<file path="config.mk">
export PLATFORM = sky130hd
export DESIGN_NAME = word_addr_ptr
export DESIGN_NICKNAME = d
export VERILOG_FILES = /design/src/rtl/word_addr_ptr_pkg.sv /design/src/rtl/word_addr_ptr_sel.sv /design/src/rtl/word_addr_ptr_next.sv /design/src/rtl/word_addr_ptr_reg.sv /design/src/rtl/word_addr_ptr.sv
export SDC_FILE = /design/constraint.sdc
export NUM_CORES = 1
export LEC_CHECK = 0
export BUFFER_PORTS_ARGS = -buffer_cell sky130_fd_sc_hd__clkbuf_2
export CAP_MARGIN = 10
export CORE_AREA = 2 2 48 50
export CTS_BUF_LIST = sky130_fd_sc_hd__clkbuf_8 sky130_fd_sc_hd__clkbuf_16
export CTS_CLUSTER_SIZE = 8
export DETAILED_ROUTE_END_ITERATION = 12
export DIE_AREA = 0 0 50 52
export PLACE_DENSITY = 0.71
export RECOVER_POWER = 100
export SETUP_SLACK_MARGIN = 0.1
export SLEW_MARGIN = 20
export SYNTH_ARGS = -nofsm -noshare
export SYNTH_HDL_FRONTEND = slang
export SYNTH_HIERARCHICAL = 1
export SYNTH_SLANG_ARGS = --single-unit
export TNS_END_PERCENT = 30
</file>
<file path="constraint.sdc">
create_clock -name clk -period 1.8 [get_ports clk]
set_input_delay 0.54 -clock clk [delete_from_list [all_inputs] [get_ports clk]]
set_output_delay 0.54 -clock clk [all_outputs]
set_load 0.01 [all_outputs]
</file>
<file path="src/rtl/word_addr_ptr_pkg.sv">
// Package word_addr_ptr_pkg
// Shared encoding for the word address pointer: which update applies in a cycle.
// Assumes nothing beyond the pointer sub-blocks importing it.
package word_addr_ptr_pkg;
    typedef enum logic [1:0] {
        UPD_HOLD   = 2'd0,
        UPD_LOAD   = 2'd1,
        UPD_PAGE   = 2'd2,
        UPD_LINEAR = 2'd3
    } upd_sel_e;
endpackage

</file>
<file path="src/rtl/word_addr_ptr_sel.sv">
// Module word_addr_ptr_sel
// Picks the single update that applies this cycle.
// Priority order: load, then write step (in-page), then read step (linear), then hold.
// Assumes strobes are synchronous to clk and last one cycle per event.
module word_addr_ptr_sel
    import word_addr_ptr_pkg::*;
(
    input  logic     load_en,
    input  logic     wr_step,
    input  logic     rd_step,
    output upd_sel_e sel
);
    // Purpose: priority decode of the three strobes.
    always_comb begin
        if (load_en)      sel = UPD_LOAD;
        else if (wr_step) sel = UPD_PAGE;
        else if (rd_step) sel = UPD_LINEAR;
        else              sel = UPD_HOLD;
    end
endmodule

</file>
<file path="src/rtl/word_addr_ptr_next.sv">
// Module word_addr_ptr_next
// Computes the two stepped candidates from the present address.
// page_next: the offset field counts modulo the page size and the page field is kept.
// lin_next:  the whole address counts modulo the array size.
// If PAGE_W covers the whole address, both rules are the same.
// Assumes PAGE_W >= 1 and PAGE_W <= ADDR_W.
module word_addr_ptr_next #(
    parameter int ADDR_W = 13,
    parameter int PAGE_W = 5
) (
    input  logic [ADDR_W-1:0] addr_q,
    output logic [ADDR_W-1:0] page_next,
    output logic [ADDR_W-1:0] lin_next
);
    localparam logic [ADDR_W-1:0] ADDR_ONE = ADDR_W'(1);
    localparam logic [PAGE_W-1:0] OFF_ONE  = PAGE_W'(1);

    // Purpose: full-width increment, which wraps naturally at the top.
    always_comb lin_next = addr_q + ADDR_ONE;

    generate
        if (PAGE_W >= ADDR_W) begin : g_flat
            // Purpose: a single page spans the array, so the write step is the linear step.
            always_comb page_next = addr_q + ADDR_ONE;
        end else begin : g_paged
            logic [PAGE_W-1:0] off_inc;
            // Purpose: offset increment, which wraps inside the page.
            always_comb off_inc = addr_q[PAGE_W-1:0] + OFF_ONE;
            // Purpose: rejoin the kept page number with the new offset.
            always_comb page_next = {addr_q[ADDR_W-1:PAGE_W], off_inc};
        end
    endgenerate
endmodule

</file>
<file path="src/rtl/word_addr_ptr_reg.sv">
// Module word_addr_ptr_reg
// The pointer storage. It takes the candidate chosen by the selector.
// The synchronous active-low reset clears it to address zero.
module word_addr_ptr_reg
    import word_addr_ptr_pkg::*;
#(
    parameter int ADDR_W = 13
) (
    input  logic              clk,
    input  logic              rst_n,
    input  upd_sel_e          sel,
    input  logic [ADDR_W-1:0] load_val,
    input  logic [ADDR_W-1:0] page_next,
    input  logic [ADDR_W-1:0] lin_next,
    output logic [ADDR_W-1:0] addr_q
);
    // Purpose: store the selected next address, or clear it on reset.
    always_ff @(posedge clk) begin
        if (!rst_n) begin
            addr_q <= '0;
        end else begin
            unique case (sel)
                UPD_LOAD:   addr_q <= load_val;
                UPD_PAGE:   addr_q <= page_next;
                UPD_LINEAR: addr_q <= lin_next;
                default:    addr_q <= addr_q;
            endcase
        end
    end
endmodule

</file>
<file path="src/rtl/word_addr_ptr.sv">
// Module word_addr_ptr
// Internal word address pointer of a paged byte memory.
// A load takes the assembled address. A write step wraps inside the page.
// A read step wraps over the whole array. The value persists until the next load, step or reset.
// Assumes single-cycle strobes from the bus front end, in the clk domain.
module word_addr_ptr
    import word_addr_ptr_pkg::*;
#(
    parameter int ADDR_W = 13,
    parameter int PAGE_W = 5
) (
    input  logic              clk,
    input  logic              rst_n,
    input  logic              load_en,
    input  logic [ADDR_W-1:0] load_addr,
    input  logic              wr_step,
    input  logic              rd_step,
    output logic [ADDR_W-1:0] cur_addr
);
    upd_sel_e          sel;
    logic [ADDR_W-1:0] addr_q;
    logic [ADDR_W-1:0] page_next;
    logic [ADDR_W-1:0] lin_next;

    word_addr_ptr_sel u_sel (
        .load_en (load_en),
        .wr_step (wr_step),
        .rd_step (rd_step),
        .sel     (sel)
    );

    word_addr_ptr_next #(.ADDR_W(ADDR_W), .PAGE_W(PAGE_W)) u_next (
        .addr_q    (addr_q),
        .page_next (page_next),
        .lin_next  (lin_next)
    );

    word_addr_ptr_reg #(.ADDR_W(ADDR_W)) u_reg (
        .clk       (clk),
        .rst_n     (rst_n),
        .sel       (sel),
        .load_val  (load_addr),
        .page_next (page_next),
        .lin_next  (lin_next),
        .addr_q    (addr_q)
    );

    // Purpose: present the stored pointer.
    always_comb cur_addr = addr_q;
endmodule

</file>
* Word-level counts from Yosys, hierarchy flattened
Index checks and enable logic that the tools add are counted.
Word-level totals: bits in registers 13, input bits 18, output and inout bits 13, logic and storage cells 15
Operators by class: add/sub/neg operators 2, equal/unequal tests 3, muxes and demuxes 4, bitwise logic cells 1, reductions and logical operators 3
Operators with widths (number):
- case mux 13 bit (3 select lines) | 1
- adder 13 x 1 -> 13 bit, second input constant | 1
- 2-to-1 mux 2 bit | 3
- adder 5 x 1 -> 5 bit, second input constant | 1
- equality test 2 bit, second input constant | 2
- nonzero test 3 bit | 1
- equality test 2 x 1 -> 1 bit, second input constant | 1
- AND reduction 2 bit | 1
- nonzero test 2 bit | 1
- inverter 1 bit | 1

* Logic depth before layout (Yosys ltp)
Gate-level depths: netlist of the first run.
depth in word-level cells 6, depth in mapped cells 6

* Cells and area by module
The synthesis of the first run kept the hierarchy.
Modules (own cells, without submodules):
- word_addr_ptr_reg | instances 1, cells each 59, area an instance 666.9 um^2, sequential area each 260.2 um^2
- word_addr_ptr_next | instances 1, cells each 40, area an instance 297.8 um^2, sequential area each 0.0 um^2
- word_addr_ptr_sel | instances 1, cells each 4, area an instance 18.8 um^2, sequential area each 0.0 um^2

* Worst setup path before layout of the first run
Ideal clock, no wire load.
kind register -> register, start register u_reg.addr_q[0], end register u_reg.addr_q[8], data arrival time 1331 ps, data required time 1666 ps, path slack 335 ps, cell stages (with the launch flop) 7, cell sequence dfxtp_1 ha_1 and4_4 nand4_1 xnor2_1 mux2i_1 o22ai_1
Between the ends: longest elaborated chain between the ends 2
RTL lines:
- from (decl) | RTL line word_addr_ptr_reg.sv:15 | output logic [ADDR_W-1:0] addr_q
- from (signal assigned) | RTL line word_addr_ptr_reg.sv:23 | UPD_LOAD: addr_q <= load_val;
- from (signal assigned) | RTL line word_addr_ptr_reg.sv:24 | UPD_PAGE: addr_q <= page_next;
- from (signal assigned) | RTL line word_addr_ptr_reg.sv:25 | UPD_LINEAR: addr_q <= lin_next;
- adder 13 x 1 -> 13 bit | RTL line word_addr_ptr_next.sv:19 | always_comb lin_next = addr_q + ADDR_ONE;
- via lin_next[8] | RTL line word_addr_ptr.sv:23 | logic [ADDR_W-1:0] lin_next;
- case mux 13 bit (3 select lines) | RTL line word_addr_ptr_reg.sv:22 | unique case (sel)
The timed path passes the listed nets, and every way through them passes these cells. A chain may end at the register's enable or synchronous reset.

* Worst setup path after layout of the first run
Same ends and word-level chain as after synthesis.

==> flow_metrics.py, run 1 <==
metrics = {
    "clock_network": {
        "path_clk_slew_ns": 0.05,
        "post_cts_buffers": 0,
        "cts_tree": "built",
        "cts.repair.resized": 0,
        "clock-sinks": 13,
        "htree_num_levels": 1,
        "clockBufferDepth": 2,
        "numCtsBuffers": 3,
        "insertion_delay_ns": 0.24,
        "cts_root_buf": "clkbuf_8",
        "ctsHoldBuffers": 0,
    },
    "placed_design": {
        "placed_area_sq_um": 1060,
        "hpwl_mm": 1.38,
        "post-place-ws_ns": 0.172,
        "io_buffers": 30,
        "gp_congestion": 0.737,
        "place_inst": 147,
    },
    "global_route": {
        "antenna_found_initial": 0,
        "grt_pass1_wl_mm": 3.18,
        "grt_pass1_vias": 755,
        "grt_start_max_net_pins": 27,
        "gr-total-overflow": 0,
        "grtUsageTotal_pct": 15.9,
    },
    "critical_path": {
        "crit_chain": "ha_1, and4_4, nand4_1, xnor2_1, mux2i_1, o22ai_1",
        "reg2regPathDepth": 6,
        "crit_fanout": 6,
        "r2r_slack_ns": 0.19,
        "critPathLaunchType": "flop",
        "reg2reg_to": "u_reg/addr_q[8]",
        "critical_path_class": "reg -> reg",
        "cp.arrival_ns": 1.72,
        "max_stage_delay_ns": 0.43,
        "cp.required_ns": 1.90,
        "r2r_start": "u_reg/addr_q[0]",
        "cpMaxStageDelayCell": "dfxtp_1",
        "end_kind": "flop",
    },
    "final_layout": {
        "syn_to_final_growth_pct": 10.2,
        "diodes": 0,
        "largest_reg_flops": 13,
        "top_regs": "u_reg/addr_q x13",
        "final_util_pct": 51.5,
        "drive_above_1_share_pct": 22.0,
        "final_nets": 143,
        "finalNonFillerCells": 151,
        "largest-register": "u_reg/addr_q",
        "design_area_sq_um": 1080,
    },
    "power": {
        "leakagePower_nw": 0.458,
        "power.density_nw_per_um2": 718,
        "total_power_uw": 778,
        "comb_power_share_pct": 24.0,
        "sw_frac_of_total_pct": 28.7,
        "peakVddDrop_v": 0.000353,
        "p_clk_share_pct": 32.1,
        "p_int_uw": 555,
        "switchingPower_uw": 224,
        "seqPwrFrac_pct": 43.9,
    },
    "timing": {
        "slew_headroom_pct": 66.2,
        "max_slew.worst_pin.slew_ns": 0.507,
        "final.setup.worst_slack_ns": 0.186,
        "final-setup-viol-count": 0,
        "finClkSkew_ns": 0.000511,
        "min_period_ns": 1.61,
        "tns_ns": 0,
        "finalCritPeriodShare_pct": 89.7,
        "hold_viol": 0,
        "slew_viol_final": 0,
        "timing.fmax_ghz": 0.620,
        "rsz0062_at_grt": "false",
        "hold_ws_ns": 0.578,
    },
    "route": {
        "drc": 0,
        "postRouteAntennaNets": 0,
        "drtIter0Drc": 9,
        "drt-total-wl_mm": 1.84,
        "first_pass_iters": 4,
        "vias_per_cell": 5.19,
        "wire_per_inst_microns": 12.2,
        "dr_total_vias": 783,
    },
    "worst_hold_path": {
        "hp-start": "load_addr[5]",
        "worst_hold_path_type": "in -> reg",
        "worstHoldPathCells": 3,
        "worstHoldEndpoint": "u_reg/addr_q[5]",
    },
    "run_status": {
        "status": "finished clean",
    },
    "logic_synthesis": {
        "ys_top_cells_by_area": "dfxtp_1 (26%), mux2i_1 (26%), buf_4 (9.9%)",
        "yosysUniqueCellTypes": 22,
        "synth_area_sq_um": 983,
        "syn_nets": 122,
        "synth_top_area_share_pct": 26.5,
        "ys_seq_elements": 13,
        "syn-mean-instance-area_sq_um": 9.55,
        "synth_cells": 103,
        "yosysWarnings": 6,
        "synth.largest_area_cell": "dfxtp_1",
        "ys_seq_area_share_pct": 26.5,
    },
    "floorplanning": {
        "die-area_sq_um": 2600,
        "start_util_pct": 46.7,
        "rows": 17,
        "io_pins": 31,
        "core_sq_um": 2110,
        "die_w_microns": 50,
        "die_h_microns": 52,
    },
    "job": {
        "maxCapViolCount": 0,
    },
}
==> layout make-up <==
cell class | count | area [sq um]
Multi-Input combinational cell | 70 | 566
Inverter | 2 | 7.51
Tap cell | 28 | 35.0
Clock buffer | 3 | 41.3
Sequential cell | 13 | 260
Fill cell | 220 | 1020
Clock inverter | 1 | 3.75
Timing Repair Buffer | 34 | 170
==> placed cells by master (no fill, tap or decap) <==
cell type,n
clkbuf_2,21
clkbuf_1,12
dfxtp_1,13
buf_12,1
xnor2_1,10
mux2i_1,26
a21o_1,1
ha_1,1
inv_1,3
and4_4,1
nor2_2,1
nand2b_1,1
and4_1,2
nor2_1,1
nand3_1,4
nand2_1,3
and2_1,1
clkbuf_8,3
xor2_1,1
nand4_1,4
o22ai_1,13
==> power groups by stage <==
stage	Sequential (mW)	Combinational, mW	Clock, mW
CTS	0.342	0.197	0.261
finish	0.341	0.187	0.250
global placement	0.345	0.190	0
global route	0.346	0.208	0.274
detailed placement	0.349	0.197	0
floorplan	0.359	0.156	0
==> cell usage after synthesis, drive strengths merged <==
library cell	instances
buf	17
inv	2
nand2	3
and2	1
o22ai	13
clkbuf	1
dfxtp	13
xnor2	10
nor2	2
nand3	4
nand4	4
xor2	1
a21o	1
nand2b	1
and4	3
ha	1
mux2i	26
==> cells by family after synthesis <==
| group | Yosys count | share of synthesized area [%] |
|---|---|---|
| AO/OA/AOI/OAI | 14 | 9.03 |
| XOR/XNOR | 11 | 9.80 |
| adder cells (fa/ha/maj) | 1 | 1.27 |
| buffers and inverters | 20 | 16.3 |
| flip-flops | 13 | 26.5 |
| multiplexers | 26 | 26.5 |
| AND/OR/NAND/NOR | 18 | 10.7 |
==> how the worst max path moves through the flow <==
stage,startpoint,slack (ns),cells after the start,endpoint
5_1_grt,u_reg/addr_q[0],0.07,6,u_reg/addr_q[8]
3_5_place_dp,u_reg/addr_q[0],0.17,6,u_reg/addr_q[8]
2_1_floorplan,u_reg/addr_q[0],0.34,6,u_reg/addr_q[8]
3_3_place_gp,u_reg/addr_q[0],0.26,6,u_reg/addr_q[12]
4_1_cts,u_reg/addr_q[0],0.16,6,u_reg/addr_q[8]
6_report,u_reg/addr_q[0],0.19,6,u_reg/addr_q[8]
==> layer usage <==
metal / track usage, % / part of all wire [%]
met1: 17.9 / 47
met2: 28.5 / 48
met5: 0 / 0
met4: 6.48 / 0
met3: 3.74 / 4.9
==> critical path: cells and delay by family, from the launching register on <==
kind | cells | cell delay (ns)
muxes | 1 | 0.16
and+or+nand+nor | 2 | 0.37
xor gates and xnor gates | 1 | 0.16
DFF | 1 | 0.43
adders and majority gates | 1 | 0.26
AOI/OAI and AO/OA | 1 | 0.10
Power figures use the tool's default switching activity.
==> run 2, diff against run 1 <==
CORE_AREA = 2 2 55 44   (was 2 2 48 50)
DIE_AREA = 0 0 57 46   (was 0 0 50 52)
GPL_ROUTABILITY_DRIVEN = 0   (was not set)
HOLD_SLACK_MARGIN = 0.02   (was not set)
==> run 2 against run 1 <==
Net effect: sequential cell count is the same; first-iteration DRC count shrank 22%; final area shrank 1.2%; sequential power is essentially flat.
==> flow_metrics.py, run 2 (synthesis results as in run 1) <==
metrics = {
    "run_status": {
        "status": "finished clean",
    },
    "timing": {
        "rsz0062_at_grt": "false",
        "slew_viol_final": 0,
        "max_slew.worst_pin.slew_ns": 0.528,
        "tns_ns": 0,
        "final-setup-viol-count": 0,
        "hold_viol": 0,
        "final.setup.worst_slack_ns": 0.204,
        "timing.fmax_ghz": 0.626,
        "finalCritPeriodShare_pct": 88.7,
        "slew_headroom_pct": 64.8,
        "min_period_ns": 1.60,
        "finClkSkew_ns": 0.000998,
    },
    "critical_path": {
        "cp.arrival_ns": 1.70,
        "end_kind": "flop",
        "cpMaxStageDelayCell": "dfxtp_1",
        "critPathLaunchType": "flop",
        "cp.required_ns": 1.91,
        "critical_path_class": "reg -> reg",
        "crit_fanout": 6,
        "max_stage_delay_ns": 0.43,
        "path_buf_inv": 0,
        "crit_family": "flip-flops",
        "crit_chain": "ha_1, and4_1, nand4_1, xnor2_1, mux2i_1, o22ai_1",
    },
    "final_layout": {
        "finalNonFillerCells": 147,
        "fillers": 236,
        "drive_above_1_share_pct": 19.7,
        "final_util_pct": 50.1,
        "top_regs": "u_reg/addr_q x13",
        "layout_commonest_cell": "mux2i_1",
        "syn_to_final_growth_pct": 8.91,
        "final_nets": 142,
        "diodes": 0,
        "multiInputGateArea_sq_um": 563,
        "largest-register": "u_reg/addr_q",
        "ff_latch_area_sq_um": 260,
        "layout_common_cells": "mux2i_1 (26), clkbuf_2 (18), clkbuf_1 (14)",
        "largest_reg_flops": 13,
    },
    "global_route": {
        "grtUsageTotal_pct": 16.0,
        "grt_start_max_net_pins": 27,
        "gr-total-overflow": 0,
        "grt_pass1_wl_mm": 3.22,
        "grt_pass1_vias": 729,
        "antenna_found_initial": 0,
    },
    "clock_network": {
        "clock-sinks": 13,
        "clockBufferDepth": 2,
        "cts.repair.resized": 0,
        "cts_root_buf": "clkbuf_8",
        "path_clk_slew_ns": 0.06,
        "htree_num_levels": 1,
        "post_cts_buffers": 0,
        "numCtsBuffers": 3,
        "ctsHoldBuffers": 0,
        "cts_tree": "built",
        "insertion_delay_ns": 0.24,
    },
    "power": {
        "leakagePower_nw": 0.445,
        "power.density_nw_per_um2": 733,
        "peakVddDrop_v": 0.000391,
    },
    "worst_hold_path": {
        "worst_hold_path_type": "in -> reg",
    },
    "route": {
        "postRouteAntennaNets": 0,
        "drc": 0,
        "dr_total_vias": 776,
        "drt-total-wl_mm": 1.86,
        "drtIter0Drc": 7,
        "first_pass_iters": 4,
        "vias_per_cell": 5.28,
        "wire_per_inst_microns": 12.7,
    },
    "placed_design": {
        "io_buffers": 30,
        "place_inst": 143,
        "post-place-ws_ns": 0.214,
        "hpwl_mm": 1.35,
    },
    "floorplanning": {
        "die-area_sq_um": 2620,
        "die_w_microns": 57,
        "rows": 15,
        "die_h_microns": 46,
        "core_sq_um": 2140,
        "io_pins": 31,
        "start_util_pct": 46.0,
    },
    "job": {
        "maxCapViolCount": 0,
    },
}
run 2: final timing paths:
path	startpoint	to	slack [ns]	cells after the start
max reg2reg	u_reg/addr_q[0]	u_reg/addr_q[8]	0.20	6
max	u_reg/addr_q[0]	u_reg/addr_q[8]	0.20	6
min reg2reg	u_reg/addr_q[12]	u_reg/addr_q[12]	0.59	2
min	load_addr[3]	u_reg/addr_q[3]	0.57	3
run 2: area by class of cell:
type	instances	area share [%]
clock buffer	3	3.86
tap	25	2.92
inverter	2	0.701
sequential	13	24.3
multi-input combinational	70	52.6
timing repair buffer	33	15.2
clock inverter	1	0.467
run 2: per-layer routing:
layer  up-vias  routed length, microns  track usage (%)
met5         -                       0                0
met4         0                       0             2.79
met3         0                     134             5.68
met2        25                     861             29.0
met1       351                     865             18.6
li1        400                       -                -
run 2: worst register-to-register path, cell delays in order (launching register included):
cell     delay (ns)
dfxtp_1        0.43
ha_1           0.23
and4_1         0.28
nand4_1        0.14
xnor2_1        0.16
mux2i_1        0.13
o22ai_1        0.09
run 2: stage by stage:
step           instance area (sq um)  hold WS (ns)  total power [mW]
2_1_floorplan                    983         0.604             0.515
3_3_place_gp                    1050         0.580             0.534
3_5_place_dp                    1050         0.590             0.541
4_1_cts                         1100         0.570             0.808
5_1_grt                         1070         0.584             0.835
6_report                        1070         0.574             0.785
run 2: where the power goes:
group          switching [mW]  internal, mW
Clock                   0.106         0.153
Combinational          0.0931        0.0906
Sequential             0.0306         0.312
Total                   0.230         0.555
==> run 3, diff against run 2 <==
CORE_AREA = 2 2 46 52   (was 2 2 55 44)
CTS_CLUSTER_SIZE = 25   (was 8)
DIE_AREA = 0 0 48 54   (was 0 0 57 46)
PLACE_DENSITY = 0.81   (was 0.71)
==> run 3 against run 2 <==
Net effect: clock skew up 0.0011 ns; critical path type unchanged; fmax decreased by 1.1%; utilization is the same; largest power group unchanged; final cell count is 2.7% higher; hold slack gained 0.011 ns; via count grew 4.0%; non-clock buffer count fell by 1.
==> flow_metrics.py, run 3 (synthesis results as in run 1) <==
metrics = {
    "run_status": {
        "status": "finished clean",
    },
    "worst_hold_path": {
        "hp-start": "load_addr[3]",
        "worst_hold_path_type": "in -> reg",
        "worstHoldPathCells": 3,
        "worstHoldEndpoint": "u_reg/addr_q[3]",
    },
    "floorplanning": {
        "rows": 18,
        "die_w_microns": 48,
        "die_h_microns": 54,
        "start_util_pct": 46.0,
        "core_sq_um": 2140,
        "io_pins": 31,
        "die-area_sq_um": 2590,
    },
    "critical_path": {
        "crit_fanout": 6,
        "cp.required_ns": 1.91,
        "max_stage_delay_ns": 0.42,
        "critPathLaunchType": "flop",
        "reg2regPathDepth": 6,
        "r2r_slack_ns": 0.19,
        "reg2reg_to": "u_reg/addr_q[8]",
        "crit_chain": "ha_1, and4_1, nand4_1, xnor2_1, mux2i_1, o22ai_1",
        "critical_path_class": "reg -> reg",
        "cpMaxStageDelayCell": "dfxtp_1",
        "r2r_start": "u_reg/addr_q[0]",
        "cp.arrival_ns": 1.73,
        "end_kind": "flop",
    },
    "placed_design": {
        "place_inst": 147,
        "io_buffers": 30,
        "hpwl_mm": 1.39,
        "placed_area_sq_um": 1050,
    },
    "route": {
        "wire_per_inst_microns": 12.8,
        "drc": 0,
        "postRouteAntennaNets": 0,
        "first_pass_iters": 4,
        "drt-total-wl_mm": 1.94,
        "dr_total_vias": 807,
        "vias_per_cell": 5.34,
        "drtIter0Drc": 10,
    },
    "timing": {
        "final-setup-viol-count": 0,
        "slew_headroom_pct": 63.4,
        "finalCritPeriodShare_pct": 89.7,
        "hold_viol": 0,
        "rsz0062_at_grt": "false",
        "tns_ns": 0,
        "slew_viol_final": 0,
        "min_period_ns": 1.61,
        "timing.fmax_ghz": 0.619,
        "finClkSkew_ns": 0.00214,
        "max_slew.worst_pin.slew_ns": 0.548,
    },
    "final_layout": {
        "diodes": 0,
        "layout_common_cells": "mux2i_1 (26), clkbuf_2 (17), clkbuf_1 (14)",
        "largest_reg_flops": 13,
        "top_regs": "u_reg/addr_q x13",
        "largest-register": "u_reg/addr_q",
        "layout_commonest_cell": "mux2i_1",
        "final_nets": 141,
        "drive_above_1_share_pct": 18.2,
        "finalNonFillerCells": 151,
        "syn_to_final_growth_pct": 8.91,
        "design_area_sq_um": 1070,
    },
    "clock_network": {
        "path_clk_slew_ns": 0.06,
        "numCtsBuffers": 3,
        "post_cts_buffers": 0,
        "clockBufferDepth": 2,
        "htree_num_levels": 1,
        "cts.repair.resized": 0,
        "clock-sinks": 13,
        "insertion_delay_ns": 0.24,
        "cts_tree": "built",
        "ctsHoldBuffers": 0,
        "cts_root_buf": "clkbuf_8",
    },
    "global_route": {
        "antenna_found_initial": 0,
        "grt_start_max_net_pins": 27,
        "grt_pass1_vias": 697,
        "grtUsageTotal_pct": 15.4,
        "grt_pass1_wl_mm": 2.85,
        "gr-total-overflow": 0,
    },
    "power": {
        "leakagePower_nw": 0.442,
        "power.density_nw_per_um2": 733,
        "peakVddDrop_v": 0.000526,
    },
    "job": {
        "maxCapViolCount": 0,
    },
}
-- run 3: worst max-delay path by stage --
stage                     slack (ns)          endpoint            start
after floorplan                 0.34   u_reg/addr_q[8]  u_reg/addr_q[0]
after global placement          0.26  u_reg/addr_q[12]  u_reg/addr_q[0]
after detailed placement        0.21   u_reg/addr_q[8]  u_reg/addr_q[0]
after global routing            0.06   u_reg/addr_q[8]  u_reg/addr_q[0]
after CTS                       0.21   u_reg/addr_q[8]  u_reg/addr_q[0]
final                           0.19   u_reg/addr_q[8]  u_reg/addr_q[0]
-- run 3: where the power goes --
group          switching (mW)  leakage, nW  internal (mW)
sequential             0.0327        0.107          0.312
clock                   0.109       0.0269          0.151
combinational          0.0906        0.308         0.0896
total                   0.233        0.442          0.552
-- run 3: through the flow --
stage,hold slack (ns),setup WS (ns),power (mW),utilization (%)
6_report,0.585,0.185,0.785,50.1
2_1_floorplan,0.604,0.335,0.515,-
5_1_grt,0.588,0.0650,0.824,50.1
3_5_place_dp,0.591,0.214,0.538,49.0
3_3_place_gp,0.581,0.262,0.530,49.0
4_1_cts,0.581,0.207,0.803,51.1
-- run 3: area by class of cell --
class	instances	area [sq um]
Fill cell	222	1070
Multi-Input combinational cell	70	563
Clock buffer	3	41.3
Inverter	2	7.51
Timing Repair Buffer	32	158
Sequential cell	13	260
Clock inverter	1	3.75
Tap cell	30	37.5
-- run 3: worst max-delay path, delay by kind of cell, from the launching register on --
kind,cells,cell delay [ns]
muxes,1,0.15
and+or+nand+nor,2,0.43
adders and majority gates,1,0.24
DFF,1,0.42
AOI/OAI and AO/OA,1,0.09
xor gates and xnor gates,1,0.16
-- run 3: layer usage --
layer  vias up  track usage (%)  wire [microns]
li1        399                -               -
met1       375             17.5             866
met2        29             27.3             928
met3         4             2.35             104
met4         0             6.76              37
met5         -                0               0
